### src/rtl/vhp_pkg.sv
package vhp_pkg;

  typedef enum logic {
    PH_IDLE = 1'b0,
    PH_RUN  = 1'b1
  } phase_t;

  // Join two register bytes into one byte straddling their boundary.
  function automatic logic [7:0] pack_pair(input logic [7:0] hi, input logic [7:0] lo);
    return {hi[6:0], lo[7]};
  endfunction

  // Widen one memory byte into element bits 14..7.
  function automatic logic [15:0] unpack_byte(input logic [7:0] b);
    return {1'b0, b, 7'b0};
  endfunction

endpackage

### src/rtl/vhp_ea_calc.sv
module vhp_ea_calc #(
  parameter int AW     = 32,
  parameter int OFFW   = 7,
  parameter int SCL_SH = 4,
  parameter int IW     = 3
) (
  input  logic [AW-1:0]   base,
  input  logic [OFFW-1:0] offset,
  output logic [AW-1:0]   aligned,
  output logic [IW-1:0]   inner
);
  logic [AW-1:0] off_x;
  logic [AW-1:0] ea;

  assign off_x   = AW'($signed(offset));
  assign ea      = base + (off_x << SCL_SH);
  assign inner   = ea[IW-1:0];
  assign aligned = {ea[AW-1:IW], {IW{1'b0}}};
endmodule

### src/rtl/vhp_step_addr.sv
module vhp_step_addr #(
  parameter int AW    = 32,
  parameter int LANES = 16,
  parameter int IW    = 3,
  localparam int LW   = $clog2(LANES),
  localparam int SW   = $clog2(LANES / 2)
) (
  input  logic [AW-1:0] aligned,
  input  logic [IW-1:0] inner,
  input  logic [LW-1:0] elem,
  input  logic [SW-1:0] step,
  input  logic          is_store,
  output logic [AW-1:0] addr
);
  logic [LW-1:0] win;
  logic [LW-1:0] bias;

  // Loads start (LANES - elem) into the window; LW-bit wrap gives the mod.
  assign bias = is_store ? '0 : (LW'(0) - elem);
  assign win  = LW'(inner) + LW'({step, 1'b0}) + bias;
  assign addr = aligned + AW'(win);
endmodule

### src/rtl/vhp_store_pack.sv
module vhp_store_pack
  import vhp_pkg::*;
#(
  parameter int LANES = 16,
  localparam int LW   = $clog2(LANES),
  localparam int SW   = $clog2(LANES / 2),
  localparam int DW   = 8 * LANES
) (
  input  logic [DW-1:0] vreg,
  input  logic [LW-1:0] elem,
  input  logic [SW-1:0] step,
  output logic [7:0]    wbyte
);
  logic [7:0]    lane [LANES];
  logic [LW-1:0] j0;
  logic [LW-1:0] j1;

  for (genvar k = 0; k < LANES; k++) begin : g_lane
    assign lane[k] = vreg[DW-1-8*k -: 8];
  end

  assign j0    = elem + LW'({step, 1'b0});
  assign j1    = j0 + LW'(1);
  assign wbyte = pack_pair(lane[j0], lane[j1]);
endmodule

### src/rtl/vhp_load_place.sv
module vhp_load_place
  import vhp_pkg::*;
#(
  parameter int LANES = 16,
  localparam int ELEMS = LANES / 2,
  localparam int SW    = $clog2(ELEMS),
  localparam int DW    = 8 * LANES
) (
  input  logic [DW-1:0] cur,
  input  logic [7:0]    rbyte,
  input  logic [SW-1:0] step,
  input  logic          en,
  output logic [DW-1:0] nxt
);
  for (genvar g = 0; g < ELEMS; g++) begin : g_elem
    assign nxt[DW-1-16*g -: 16] = (en && step == SW'(g)) ? unpack_byte(rbyte)
                                                         : cur[DW-1-16*g -: 16];
  end
endmodule

### src/rtl/vhp_lsu.sv
module vhp_lsu
  import vhp_pkg::*;
#(
  parameter int AW     = 32,
  parameter int OFFW   = 7,
  parameter int LANES  = 16,
  parameter int SCL_SH = 4,
  parameter int IW     = 3,
  localparam int LW    = $clog2(LANES),
  localparam int ELEMS = LANES / 2,
  localparam int SW    = $clog2(ELEMS),
  localparam int DW    = 8 * LANES
) (
  input  logic            clk,
  input  logic            rst_n,
  input  logic            cmd_valid,
  output logic            cmd_ready,
  input  logic            cmd_store,
  input  logic [AW-1:0]   cmd_base,
  input  logic [OFFW-1:0] cmd_offset,
  input  logic [LW-1:0]   cmd_elem,
  input  logic [DW-1:0]   cmd_vreg,
  output logic            mem_req,
  output logic            mem_we,
  output logic [AW-1:0]   mem_addr,
  output logic [7:0]      mem_wdata,
  input  logic [7:0]      mem_rdata,
  output logic            done,
  output logic [DW-1:0]   vreg_out
);
  phase_t        phase_q;
  logic [SW-1:0] step_q;
  logic          store_q;
  logic [LW-1:0] elem_q;
  logic [IW-1:0] inner_q;
  logic [AW-1:0] aligned_q;
  logic [DW-1:0] work_q;
  logic [DW-1:0] work_nxt;
  logic [DW-1:0] vout_q;
  logic          done_q;

  logic [AW-1:0] aligned_c;
  logic [IW-1:0] inner_c;
  logic          run;
  logic          last;
  logic          accept;

  assign run       = (phase_q == PH_RUN);
  assign last      = (step_q == SW'(ELEMS - 1));
  assign cmd_ready = !run;
  assign accept    = cmd_valid && cmd_ready;

  vhp_ea_calc #(.AW(AW), .OFFW(OFFW), .SCL_SH(SCL_SH), .IW(IW)) u_ea (
    .base    (cmd_base),
    .offset  (cmd_offset),
    .aligned (aligned_c),
    .inner   (inner_c)
  );

  vhp_step_addr #(.AW(AW), .LANES(LANES), .IW(IW)) u_addr (
    .aligned  (aligned_q),
    .inner    (inner_q),
    .elem     (elem_q),
    .step     (step_q),
    .is_store (store_q),
    .addr     (mem_addr)
  );

  vhp_store_pack #(.LANES(LANES)) u_pack (
    .vreg  (work_q),
    .elem  (elem_q),
    .step  (step_q),
    .wbyte (mem_wdata)
  );

  vhp_load_place #(.LANES(LANES)) u_place (
    .cur   (work_q),
    .rbyte (mem_rdata),
    .step  (step_q),
    .en    (run && !store_q),
    .nxt   (work_nxt)
  );

  always_ff @(posedge clk or negedge rst_n) begin
    if (!rst_n) begin
      phase_q   <= PH_IDLE;
      step_q    <= '0;
      store_q   <= 1'b0;
      elem_q    <= '0;
      inner_q   <= '0;
      aligned_q <= '0;
      work_q    <= '0;
      vout_q    <= '0;
      done_q    <= 1'b0;
    end else begin
      done_q <= 1'b0;
      if (accept) begin
        phase_q   <= PH_RUN;
        step_q    <= '0;
        store_q   <= cmd_store;
        elem_q    <= cmd_elem;
        inner_q   <= inner_c;
        aligned_q <= aligned_c;
        work_q    <= cmd_vreg;
      end else if (run) begin
        step_q <= step_q + SW'(1);
        work_q <= work_nxt;
        if (last) begin
          phase_q <= PH_IDLE;
          done_q  <= 1'b1;
          if (!store_q) vout_q <= work_nxt;
        end
      end
    end
  end

  assign mem_req  = run;
  assign mem_we   = run && store_q;
  assign done     = done_q;
  assign vreg_out = vout_q;


  accept_then_access_chk: assert property (@(posedge clk) disable iff (!rst_n)
    (cmd_valid && cmd_ready) |=> mem_req);


  last_then_done_chk: assert property (@(posedge clk) disable iff (!rst_n)
    (mem_req && last) |=> (done && cmd_ready));


  stride_wrap_chk: assert property (@(posedge clk) disable iff (!rst_n)
    (mem_req && !last) |=> (mem_req && ((mem_addr == $past(mem_addr) + AW'(2)) ||
                                        (mem_addr == $past(mem_addr) - AW'(LANES - 2)))));


  dir_steady_chk: assert property (@(posedge clk) disable iff (!rst_n)
    (mem_req && !last) |=> (mem_we == $past(mem_we)));


  store_keeps_out_chk: assert property (@(posedge clk) disable iff (!rst_n)
    (done && store_q) |-> $stable(vreg_out));


  for (genvar g = 0; g < ELEMS; g++) begin : g_pad_chk
    elem_pad_zero_chk: assert property (@(posedge clk) disable iff (!rst_n)
      (vreg_out[DW-1-16*g] == 1'b0) && (vreg_out[DW-16*g-10 -: 7] == 7'd0));
  end
endmodule

### config.mk
export PLATFORM = sky130hd
export DESIGN_NAME = vhp_lsu
export DESIGN_NICKNAME = d
export VERILOG_FILES = /design/src/rtl/vhp_pkg.sv /design/src/rtl/vhp_ea_calc.sv /design/src/rtl/vhp_step_addr.sv /design/src/rtl/vhp_store_pack.sv /design/src/rtl/vhp_load_place.sv /design/src/rtl/vhp_lsu.sv
export SDC_FILE = /design/constraint.sdc
export NUM_CORES = 1
export LEC_CHECK = 0
export BUFFER_PORTS_ARGS = -buffer_cell sky130_fd_sc_hd__buf_2
export CORE_MARGIN = 5
export CORE_UTILIZATION = 50
export DETAILED_ROUTE_END_ITERATION = 12
export PLACE_DENSITY = 0.8
export SKIP_CTS_REPAIR_TIMING = 1
export SYNTH_ARGS = -nofsm -noshare
export SYNTH_HDL_FRONTEND = slang
export SYNTH_SLANG_ARGS = --single-unit
### constraint.sdc
create_clock -name clk -period 4.35 [get_ports clk]
set_input_delay 0.2175 -clock clk [delete_from_list [all_inputs] [get_ports clk]]
set_output_delay 0.2175 -clock clk [all_outputs]
set_load 0.05 [all_outputs]
* Word level (Yosys, flattened, before mapping) *
Cells that the tools add are included.

operators by class
  bitwise operators = 4
  shift-type cells = 0
  muxes and demuxes = 25
  reduce and logical (&&, ||, !) cells = 16
  divide/modulo/power cells = 0
  multiply operators = 0
  eq/ne operators = 7
  add/sub/neg operators = 8
  order comparisons = 2

operators by type and width
  cell                                                      count
  two-way mux 128 bit                                       2
  two-way mux 16 bit                                        8
  binary-select mux 8 bit (select 4 bit)                    2
  adder 32 bit                                              1
  adder 32 x 4 -> 32 bit                                    1
  two-way mux 8 bit                                         2
  two-way mux 7 bit                                         2
  equality test 3 bit, second input constant                4
  logical AND 1 bit                                         11
  greater-or-equal comparator 5 bit, second input constant  2
  inverter 4 -> 5 bit                                       2
  adder 4 bit                                               2
  equality test 3 x 2 -> 1 bit, second input constant       2
  two-way mux 1 bit                                         6
  two-way mux 3 bit                                         2
  adder 3 x 4 -> 4 bit                                      1
  adder 4 x 1 -> 4 bit, second input constant               1
  two-way mux 4 bit                                         1
  AND reduction 4 bit                                       1
  subtractor 1 x 4 -> 4 bit, first input constant           1
  adder 3 x 1 -> 3 bit, second input constant               1
  equality test 3 x 1 -> 1 bit, second input constant       1
  logical NOT 3 bit                                         1
  logical NOT 1 bit                                         2
  2 further kinds                                           3

storage, ports and cells
  word-level logic and storage cells = 71
  memories = 0
  ROM bits = 0
  bits in latches = 0
  register bits after elaboration = 298
  output and inout port bits = 172
  memory bits (writable) = 0

* Longest topological paths before layout *
Gate-level depths: netlist of run 1.

  word-level depth = 6
  depth in mapped cells = 19
  gate-level depth less buffers = 16

* By module *
A second synthesis of run 1 with hierarchy kept.

second synthesis, totals
  cell total of the unflattened synthesis = 1486
  area, all modules = 17603.1 um2

by module, submodules not included
  module          seq. area each (um2)  cells an instance  area each (um2)  times used
  vhp_lsu         7532.2                928                12707.2          1
  vhp_ea_calc     0.0                   221                1539.0           1
  vhp_load_place  0.0                   151                1368.8           1
  vhp_store_pack  0.0                   72                 1109.8           1
  vhp_step_addr   0.0                   114                878.3            1

* Worst setup path after synthesis of run 1 *
No wires, ideal clock.

  path type = register to output
  from = register elem_q[0]
  to = output mem_addr[23]
  data arrival time = 5318 ps
  path buffers = 3
  setup slack = -1185 ps
  required time = 4133 ps
  stages on the path, launching flop included = 20
  path through = dfrtp_1 > clkbuf_1 > clkbuf_1 > inv_1 > ha_1 > nor2b_1 > fa_1 > ha_1 > fa_1 > xor2_1 > xnor2_1 > xnor2_1 > ha_1 > nand2_1 > nor3_1 > and2_1 > clkbuf_1 > and4_1 > nand3_1 > xnor2_1

between the ends
  cells in the longest elaborated chain, start to end = 4

ends and longest elaborated chain
  item                       line                 source
  start: declaration         vhp_lsu.sv:34        logic [LW-1:0] elem_q;
  start signal: assignment   vhp_lsu.sv:101       elem_q <= cmd_elem;
  subtractor 1 x 4 -> 4 bit  vhp_step_addr.sv:19  assign bias = is_store ? '0 : (LW'(0) - elem);
  two-way mux 4 bit          vhp_step_addr.sv:19
  adder 4 bit                vhp_step_addr.sv:20  assign win = LW'(inner) + LW'({step, 1'b0}) + bias;
  adder 32 x 4 -> 32 bit     vhp_step_addr.sv:21  assign addr = aligned + AW'(win);
  end: declaration           vhp_lsu.sv:25        output logic [AW-1:0] mem_addr,

No other way between the ends.

* Worst setup path in the final report of run 1 *
  from = register elem_q[0]
  to = output mem_addr[31]

The elaborated chain is that of the path after synthesis.

==> impl_metrics.yaml, run 1 <==
logic_synthesis:
  synth_compound_area_frac: 0.1692
  yosys_register_bits: 298
  yosysUniqueCellTypes: 56
  synth-async-reset-ratio: 1.000
  synth_area_per_cell_um2: 9.644
  synthFlopType: "dfrtp_1"
  ys_warn_count: 0
  synth_area_leaders: "dfrtp_1 (47%), nand2_1 (8.2%), o21ai_0 (5.6%)"
  syn_nets: 1864
  synthMuxAreaShare: 0.09500
  postSynthCellCount: 1636
  synth_fa_ha_area_frac: 0.03807
  synth_top_family_by_area: "compound AO/OA/AOI/OAI gates"
  synth_edf_count: 0
  ys_seq_area_frac: 0.4726
  yosysMostFrequentCell: "nand2_1"
  synth-simple-area-share: 0.1594
  yosysTopAreaCellShare: 0.4726
  synth_area_um2: 15780
  synth-xor-area-share: 0.02887
  synth_top_area_cell: "dfrtp_1"
  synth_common_cells: "nand2_1 (343), dfrtp_1 (298), o21ai_0 (177)"
critical_path:
  timing.rr.start: "mem_req"
  cp_max_fo: 5
  ff2ff_path_depth: 5
  critPathKind: "reg -> out"
  worstPathRequired_ps: 4130
  timing.rr.end: "vreg_out[42]"
  r2r_setup_slack_ps: 1350
  critPathCaptureType: "output pin"
  crit_path_start_kind: "flop"
  cp-startpoint: "elem_q[0]"
  worstPathArrival_ps: 4450
timing:
  fin_crit_sh: 1.073
  finalMaxSlewViolations: 0
  max_slew.worst_pin.slew_ps: 1041
  fin_ws_ps: -316.8
  timing.fmax_ghz: 0.2143
  hold_ws_ps: -19.79
  setup_tns_ps: -3189
  hold_viol: 9
  skew_ps: 25.52
  relSlewSlack: 0.3059
  setup_viol_count_final: 17
  rsz0062_at_grt: "true"
  fin_crit_ps: 4667
routing:
  drt-initial-drc-count: 1202
  ant_nets: 0
  drcViolationCount: 0
  wl_per_cell_um: 22.26
  wl_mm: 53.96
  via_per_inst: 6.013
  firstDrtPassIters: 5
  vias: 14580
status:
  violations: "negative hold slack, negative setup slack"
  status: "finished, violations left"
power_and_ir_drop:
  leakage_nw: 9.718
  peakVddDrop_uv: 1475
  p_total_mw: 18.98
  p_per_area_nw_per_um2: 944.5
die:
  dieHeight_um: 187.6
  core_um2: 31390
  rows: 65
  pin_count: 355
  dieWidth_um: 187.6
  start_util: 0.5026
  dieArea_um2: 35210
clocking:
  cts_buffers: 34
  clkSinkCount: 298
  clkLatencyLatePin_ps: 530
  clk_pin_slew_ps: 60
  cts_buffer_depth: 3
  cts_tree: "built"
  htree_levels: 2
  ctsRootBufferMaster: "clkbuf_16"
grt:
  grt_max_degree: 162
  grt_usage: 0.2866
  antenna_found_initial: 4
  grt_pass1_wl_mm: 80.87
  grt_pass1_vias: 14260
  grt_overflow: 0
finish:
  num-fill-cells: 2513
  multi_input_area_um2: 8034
  seq_area_um2: 7462
  drive_above_1_share: 0.2589
  layoutNonFillerInstCount: 2424
  finalNetCount: 2222
  syn_to_final_growth_pct: 27.36
min_path:
  hold_path.class: "in -> reg"
  hold_path_end: "work_q[35]"
  min_from: "cmd_vreg[35]"
  whs_path_depth: 3
placed_design:
  hpwlAfterDp_mm: 37.41
  port_buffers: 354
  place_congestion: 0.9150
  dp.cells: 2294
run:
  maxCapViolCount: 0
-- flip-flops by register name, indices dropped and copies added, names as in the netlist, 3 cells and up --
signal     cells
vreg_out     128
work_q       128
step_q         3
inner_q        3
aligned_q     29
elem_q         4
-- worst max-delay path, stage by stage, from the launching register on --
cell and delay, ps:
dfrtp_2 400, inv_2 80, ha_4 200, nor2b_4 120
fa_1 450, ha_2 200, fa_2 340, xor2_1 170
xnor2_1 210, xnor2_1 150, buf_4 160, ha_4 130
nand2_2 60, nor3_2 170, buf_4 170, and4_4 250
and3_4 240, nand3_4 100, xnor2_4 180, buf_12 150
-- per-stage QoR --
step / cell area (um^2) / utilization / setup slack (ps) / hold WS [ps]
detailed placement: 18090 / 0.5763 / 60.02 / 400.4
CTS: 19280 / 0.6141 / -510.6 / -148.8
floorplan: 16000 / - / -136.8 / -78.09
global placement: 18090 / 0.5763 / 173.2 / 407.8
finish: 20090 / 0.6401 / -316.8 / -19.79
global route: 20090 / 0.6401 / -478.2 / 0.5482
-- layout by cell type, fill, tap and decap left out, types with 6 or more instances in the layout --
cell type / netlist / layout
a211o_1: 6 / 6
a211oi_1: 91 / 91
a21o_1: 16 / 16
a21oi_1: 115 / 115
a31oi_1: 7 / 7
and2_1: 13 / 12
and3_1: 7 / 6
buf_12: 0 / 9
buf_2: 8 / 332
buf_4: 9 / 34
buf_6: 2 / 10
clkbuf_1: 105 / 6
clkbuf_16: 0 / 35
clkbuf_8: 0 / 9
dfrtp_1: 298 / 296
dlygate4sd3_1: 0 / 62
ha_1: 40 / 37
inv_1: 11 / 9
mux2i_1: 59 / 59
mux4_2: 34 / 34
nand2_1: 343 / 334
nand3_1: 31 / 27
nand4_1: 18 / 18
nor2_1: 28 / 28
nor2b_1: 91 / 89
nor3_1: 10 / 9
o21ai_0: 177 / 177
o31ai_1: 6 / 6
xnor2_1: 35 / 25
xnor2_2: 0 / 6
xor2_1: 17 / 14
-- cells by family after synthesis --
| logic type | after synthesis |
|---|---|
| AO/OA/AOI/OAI | 447 |
| XOR/XNOR | 52 |
| adder cells (fa/ha/maj) | 45 |
| buffers and inverters | 139 |
| flip-flops | 298 |
| multiplexers | 99 |
| AND/OR/NAND/NOR | 556 |
-- worst max path at each step --
stage	to	slack [ps]	cells past startpoint
after floorplan	mem_addr[23]	-140	19
after global placement	mem_addr[31]	170	19
after detailed placement	mem_addr[23]	60	19
after CTS	mem_addr[23]	-510	19
after global routing	mem_addr[31]	-480	19
final	mem_addr[31]	-320	19
-- layer usage --
layer,track usage,vias up,part of all wire
li1,-,6494,-
met1,0.3716,7147,0.38
met2,0.4756,789,0.48
met3,0.06646,142,0.091
met4,0.1025,4,0.041
met5,0,-,0.00056
-- cell type report --
type,count,share of cell area
Multi-Input combinational cell,1199,0.3998
Sequential cell,298,0.3714
Timing Repair Buffer,449,0.1423
Clock buffer,50,0.05087
Tap cell,402,0.02503
Clock inverter,12,0.008095
Inverter,12,0.002242
Antenna cell,2,0.0002491
-- where the power goes --
group	internal (mW)	switching, mW	total, mW
sequential	4.10	1.19	5.29
clock	1.82	1.20	3.02
combinational	3.40	7.27	10.7
total	9.32	9.66	19.0
Power figures use the tool's default switching activity.
==> inputs of run 2 (changes only) <==
==> constraint.sdc (replaced) <==
create_clock -name clk -period 3.9 [get_ports clk]
set_input_delay 0.195 -clock clk [delete_from_list [all_inputs] [get_ports clk]]
set_output_delay 0.195 -clock clk [all_outputs]
set_load 0.05 [all_outputs]
==> impl_metrics.yaml, run 2 (same netlist as run 1, synthesis figures left out) <==
die:
  dieWidth_um: 187.6
  dieArea_um2: 35210
  rows: 65
  start_util: 0.5026
  dieHeight_um: 187.6
  pin_count: 355
  core_um2: 31390
placed_design:
  hpwlAfterDp_mm: 37.71
  place_area_um2: 18570
  dp.cells: 2311
  place_congestion: 0.9513
  port_buffers: 354
critical_path:
  timing.rr.end: "work_q[67]"
  r2r_setup_slack_ps: 1580
  worstPathArrival_ps: 4440
  timing.rr.start: "mem_req"
  critPathKind: "reg -> out"
  cp-startpoint: "elem_q[0]"
  crit_path_start_kind: "flop"
  ff2ff_path_depth: 4
  worstPathRequired_ps: 3700
  critPathCaptureType: "output pin"
  cp_max_fo: 3
grt:
  grt_overflow: 0
  antenna_found_initial: 5
  grt_pass1_vias: 14260
  grt_usage: 0.2880
  grt_max_degree: 115
  grt_pass1_wl_mm: 81.16
routing:
  wl_mm: 54.25
  firstDrtPassIters: 5
  drcViolationCount: 0
  ant_nets: 0
  wl_per_cell_um: 22.04
  via_per_inst: 6.012
  drt-initial-drc-count: 1359
  vias: 14800
power_and_ir_drop:
  clockPowerShare: 0.158
  pwr-share-comb: 0.570
  p_per_area_nw_per_um2: 1040
  peakVddDrop_uv: 1599
  sw_frac_of_total: 0.5041
  pwr-share-seq: 0.272
  p_int_mw: 10.77
  p_sw_mw: 10.95
  leakage_nw: 10.08
status:
  violations: "negative hold slack, negative setup slack"
  status: "finished, violations left"
clocking:
  cts_tree: "built"
  htree_levels: 2
  cts_buffers: 34
  clkLatencyLatePin_ps: 530
  ctsRootBufferMaster: "clkbuf_16"
  clk_pin_slew_ps: 60
  clkSinkCount: 298
  cts_buffer_depth: 3
finish:
  final_cell_area_um2: 20900
  num-fill-cells: 2353
  finalNetCount: 2258
  drive_above_1_share: 0.2719
  layout_commonest_cell: "nand2_1"
  seq_area_um2: 7462
  layoutNonFillerInstCount: 2462
  syn_to_final_growth_pct: 32.44
  multi_input_area_um2: 8341
  layout_common_cells: "nand2_1 (332), buf_2 (324), dfrtp_1 (296)"
timing:
  hold_ws_ps: -29.25
  timing.fmax_ghz: 0.2159
  relSlewSlack: 0.3140
  hold_viol: 19
  fin_crit_ps: 4632
  max_slew.worst_pin.slew_ps: 1029
  skew_ps: 32.13
  fin_ws_ps: -732.2
  setup_tns_ps: -12950
  fin_crit_sh: 1.188
  rsz0062_at_grt: "true"
  setup_viol_count_final: 26
  finalMaxSlewViolations: 0
min_path:
  hold_path_end: "work_q[31]"
  hold_path.class: "in -> reg"
  min_from: "cmd_vreg[31]"
  whs_path_depth: 3
run:
  maxCapViolCount: 0
-- run 2: area by class of cell --
| cell class | count | area share |
|---|---|---|
| clock buffers | 43 | 0.04377 |
| diodes | 4 | 0.0004790 |
| multi-input cells | 1199 | 0.3991 |
| flip-flops and latches | 298 | 0.3571 |
| clock inverters | 19 | 0.01317 |
| repair buffers | 485 | 0.1599 |
| inverters | 12 | 0.002395 |
| well taps | 402 | 0.02407 |
-- run 2: worst max-delay path, cell delays in order (launching register included) --
cell     delay, ps
dfrtp_2        400
inv_6           40
ha_4           240
nor2b_4        130
fa_1           430
ha_2           210
fa_2           330
xor2_1         180
xnor2_1        200
xnor2_1        150
buf_4          160
ha_4           150
nand2_4         60
nor3_4         190
buf_6          140
and4_1         230
and3_4         250
nand3_4        100
xnor2_4        190
buf_12         150
-- run 2: power groups by stage --
stage | Clock [mW] | Sequential [mW] | Combinational (mW)
after floorplan | 0 | 7.57 | 6.60
after global placement | 0 | 5.78 | 11.7
after detailed placement | 0 | 5.85 | 11.9
after CTS | 3.46 | 5.81 | 12.0
after global routing | 3.61 | 6.05 | 13.1
final | 3.43 | 5.92 | 12.4
-- run 2: stage by stage --
step	power (mW)	worst slack, ps	utilization
2_1_floorplan	14.18	-375.6	-
3_3_place_gp	17.46	-217.3	0.5917
3_5_place_dp	17.75	-313.2	0.5917
4_1_cts	21.23	-877.9	0.6296
5_1_grt	22.76	-924.5	0.6656
6_report	21.73	-732.2	0.6656
-- run 2: how the worst max path moves through the flow --
stage	endpoint	slack, ps
floorplan	mem_addr[23]	-380
global placement	mem_addr[18]	-220
detailed placement	mem_addr[18]	-310
CTS	mem_addr[18]	-880
global route	mem_addr[31]	-920
finish	mem_addr[31]	-730
-- run 2: per-layer routing --
layer	vias to the layer above	global-route usage	routed length, um
met1	7204	0.3749	20690
met5	-	0	13
met3	178	0.08023	5214
met4	2	0.1310	2872
li1	6587	-	-
met2	831	0.4522	25460
==> inputs of run 3 (changes only) <==
--- a/config.mk
+++ b/config.mk
@@ -8,9 +8,11 @@
 export BUFFER_PORTS_ARGS = -buffer_cell sky130_fd_sc_hd__buf_2
 export CORE_MARGIN = 5
 export CORE_UTILIZATION = 50
+export CTS_BUF_LIST = sky130_fd_sc_hd__clkbuf_8
 export DETAILED_ROUTE_END_ITERATION = 12
 export PLACE_DENSITY = 0.8
 export SKIP_CTS_REPAIR_TIMING = 1
 export SYNTH_ARGS = -nofsm -noshare
 export SYNTH_HDL_FRONTEND = slang
 export SYNTH_SLANG_ARGS = --single-unit
+export TNS_END_PERCENT = 20
==> impl_metrics.yaml, run 3 (same netlist as run 1, synthesis figures left out) <==
timing:
  relSlewSlack: 0.2244
  setup_tns_ps: -15470
  fin_ws_ps: -850.5
  hold_viol: 0
  max_slew.worst_pin.slew_ps: 1163
  rsz0062_at_grt: "true"
  skew_ps: 47.39
  fin_crit_sh: 1.218
  timing.fmax_ghz: 0.2105
  setup_viol_count_final: 28
  fin_crit_ps: 4751
  finalMaxSlewViolations: 0
finish:
  layout_commonest_cell: "nand2_1"
  final_core_util: 0.6654
  finalNetCount: 2319
  layout_common_cells: "nand2_1 (338), buf_2 (327), dfrtp_1 (296)"
  num-fill-cells: 2301
  syn_to_final_growth_pct: 32.39
  drive_above_1_share: 0.2568
grt:
  grt_overflow: 0
  grt_usage: 0.2797
  grt_pass1_wl_mm: 78.46
  grt_max_degree: 241
  grt_pass1_vias: 14040
  antenna_found_initial: 3
power_and_ir_drop:
  leakage_nw: 10.11
  peakVddDrop_uv: 1578
  p_per_area_nw_per_um2: 1011
  p_total_mw: 21.12
routing:
  wl_mm: 55.21
  wl_per_cell_um: 21.77
  drt-initial-drc-count: 1421
  via_per_inst: 5.957
  firstDrtPassIters: 6
  vias: 15110
  ant_nets: 0
  drcViolationCount: 0
clocking:
  cts_buffer_depth: 3
  clk_pin_slew_ps: 60
  cts_tree: "built"
  ctsRootBufferMaster: "clkbuf_8"
  clkSinkCount: 298
  htree_levels: 2
  clkLatencyLatePin_ps: 610
  cts_buffers: 50
critical_path:
  critPathKind: "reg -> out"
  cp_max_fo: 4
  path_cells: "inv_6 > ha_4 > nor2b_4 > fa_1 > ha_2 > fa_2 > xor2_2 > xnor2_1 > xnor2_1 > buf_4 > ha_4 > nand2_4 > nor3_4 > and4_4 > and3_4 > nand3_4 > xnor2_4 > buf_12"
  worstPathArrival_ps: 4560
  worstPathRequired_ps: 3700
  slowest_delay_ps: 420
  cp_slowest_cell: "fa_1"
  crit_path_start_kind: "flop"
  critPathCaptureType: "output pin"
run:
  maxCapViolCount: 0
status:
  violations: "negative setup slack"
  status: "finished, violations left"
die:
  pin_count: 355
  dieWidth_um: 187.6
  core_um2: 31390
  rows: 65
  dieHeight_um: 187.6
  dieArea_um2: 35210
  start_util: 0.5026
placed_design:
  hpwlAfterDp_mm: 36.58
  port_buffers: 354
  place_congestion: 0.8863
min_path:
  hold_path.class: "in -> reg"
run 3: changes by cell type in the layout (fill, tap and decap cells not counted), sizes merged:
cell,previous run,this run
clkinv,9,8
clkbuf,43,69
clkinvlp,3,0
buf,406,389
dlygate4sd3,79,140
bufinv,6,1
inv,13,26
run 3: stage by stage:
| stage | std cells | setup slack, ps | area (um^2) | hold slack [ps] |
|---|---|---|---|---|
| 2_1_floorplan | 1636 | -375.6 | 16050 | -100.6 |
| 3_3_place_gp | 2298 | -260.6 | 18230 | 361.9 |
| 3_5_place_dp | 2298 | -387.0 | 18230 | 362.4 |
| 4_1_cts | 2389 | -1019 | 19310 | -267.3 |
| 5_1_grt | 2534 | -1033 | 20880 | -1.031 |
| 6_report | 2536 | -850.5 | 20890 | 20.89 |
run 3: metal layers:
metal | part of all wire | up-vias | GRT usage | routed length [um]
met5 | 0 | - | 0 | 0
met4 | 0.051 | 0 | 0.1158 | 2809
met3 | 0.10 | 194 | 0.07856 | 5542
met2 | 0.48 | 878 | 0.4558 | 26400
met1 | 0.37 | 7347 | 0.3541 | 20460
li1 | - | 6689 | - | -
run 3: worst max-delay path, delay by kind of cell, from the launching register on:
family / cells / cell delay, ps
flip-flops: 1 / 400
XOR/XNOR: 4 / 720
adder cells (fa/ha/maj): 5 / 1380
buffers and inverters: 3 / 350
AND/OR/NAND/NOR: 6 / 1130
run 3: layout make-up:
type | count | area (um^2) | area share
clock inverters | 23 | 141.4 | 0.006769
inverters | 12 | 50.05 | 0.002396
flip-flops and latches | 298 | 7462 | 0.3573
multi-input cells | 1199 | 8054 | 0.3856
well taps | 402 | 503.0 | 0.02408
clock buffers | 68 | 935.9 | 0.04481
repair buffers | 530 | 3731 | 0.1786
diodes | 4 | 10.01 | 0.0004792
run 3: path summary, 6_finish.rpt:
check                      depth (start not counted)     startpoint  slack (ps)            end
max in group asynchronous                          3          rst_n        2690  vreg_out[108]
hold reg to reg                                    2   vreg_out[11]         480   vreg_out[11]
hold / removal                                     4  cmd_offset[1]          20   aligned_q[5]
setup reg to reg                                   5        mem_req        1260     work_q[41]
min in group asynchronous                          2          rst_n         290   vreg_out[82]
setup / recovery                                  18      elem_q[0]        -850   mem_addr[31]
run 3: power by group:
part / internal [mW] / switching [mW]
Clock: 1.63 / 1.34
Combinational: 3.99 / 8.28
Sequential: 4.57 / 1.30
Total: 10.2 / 10.9
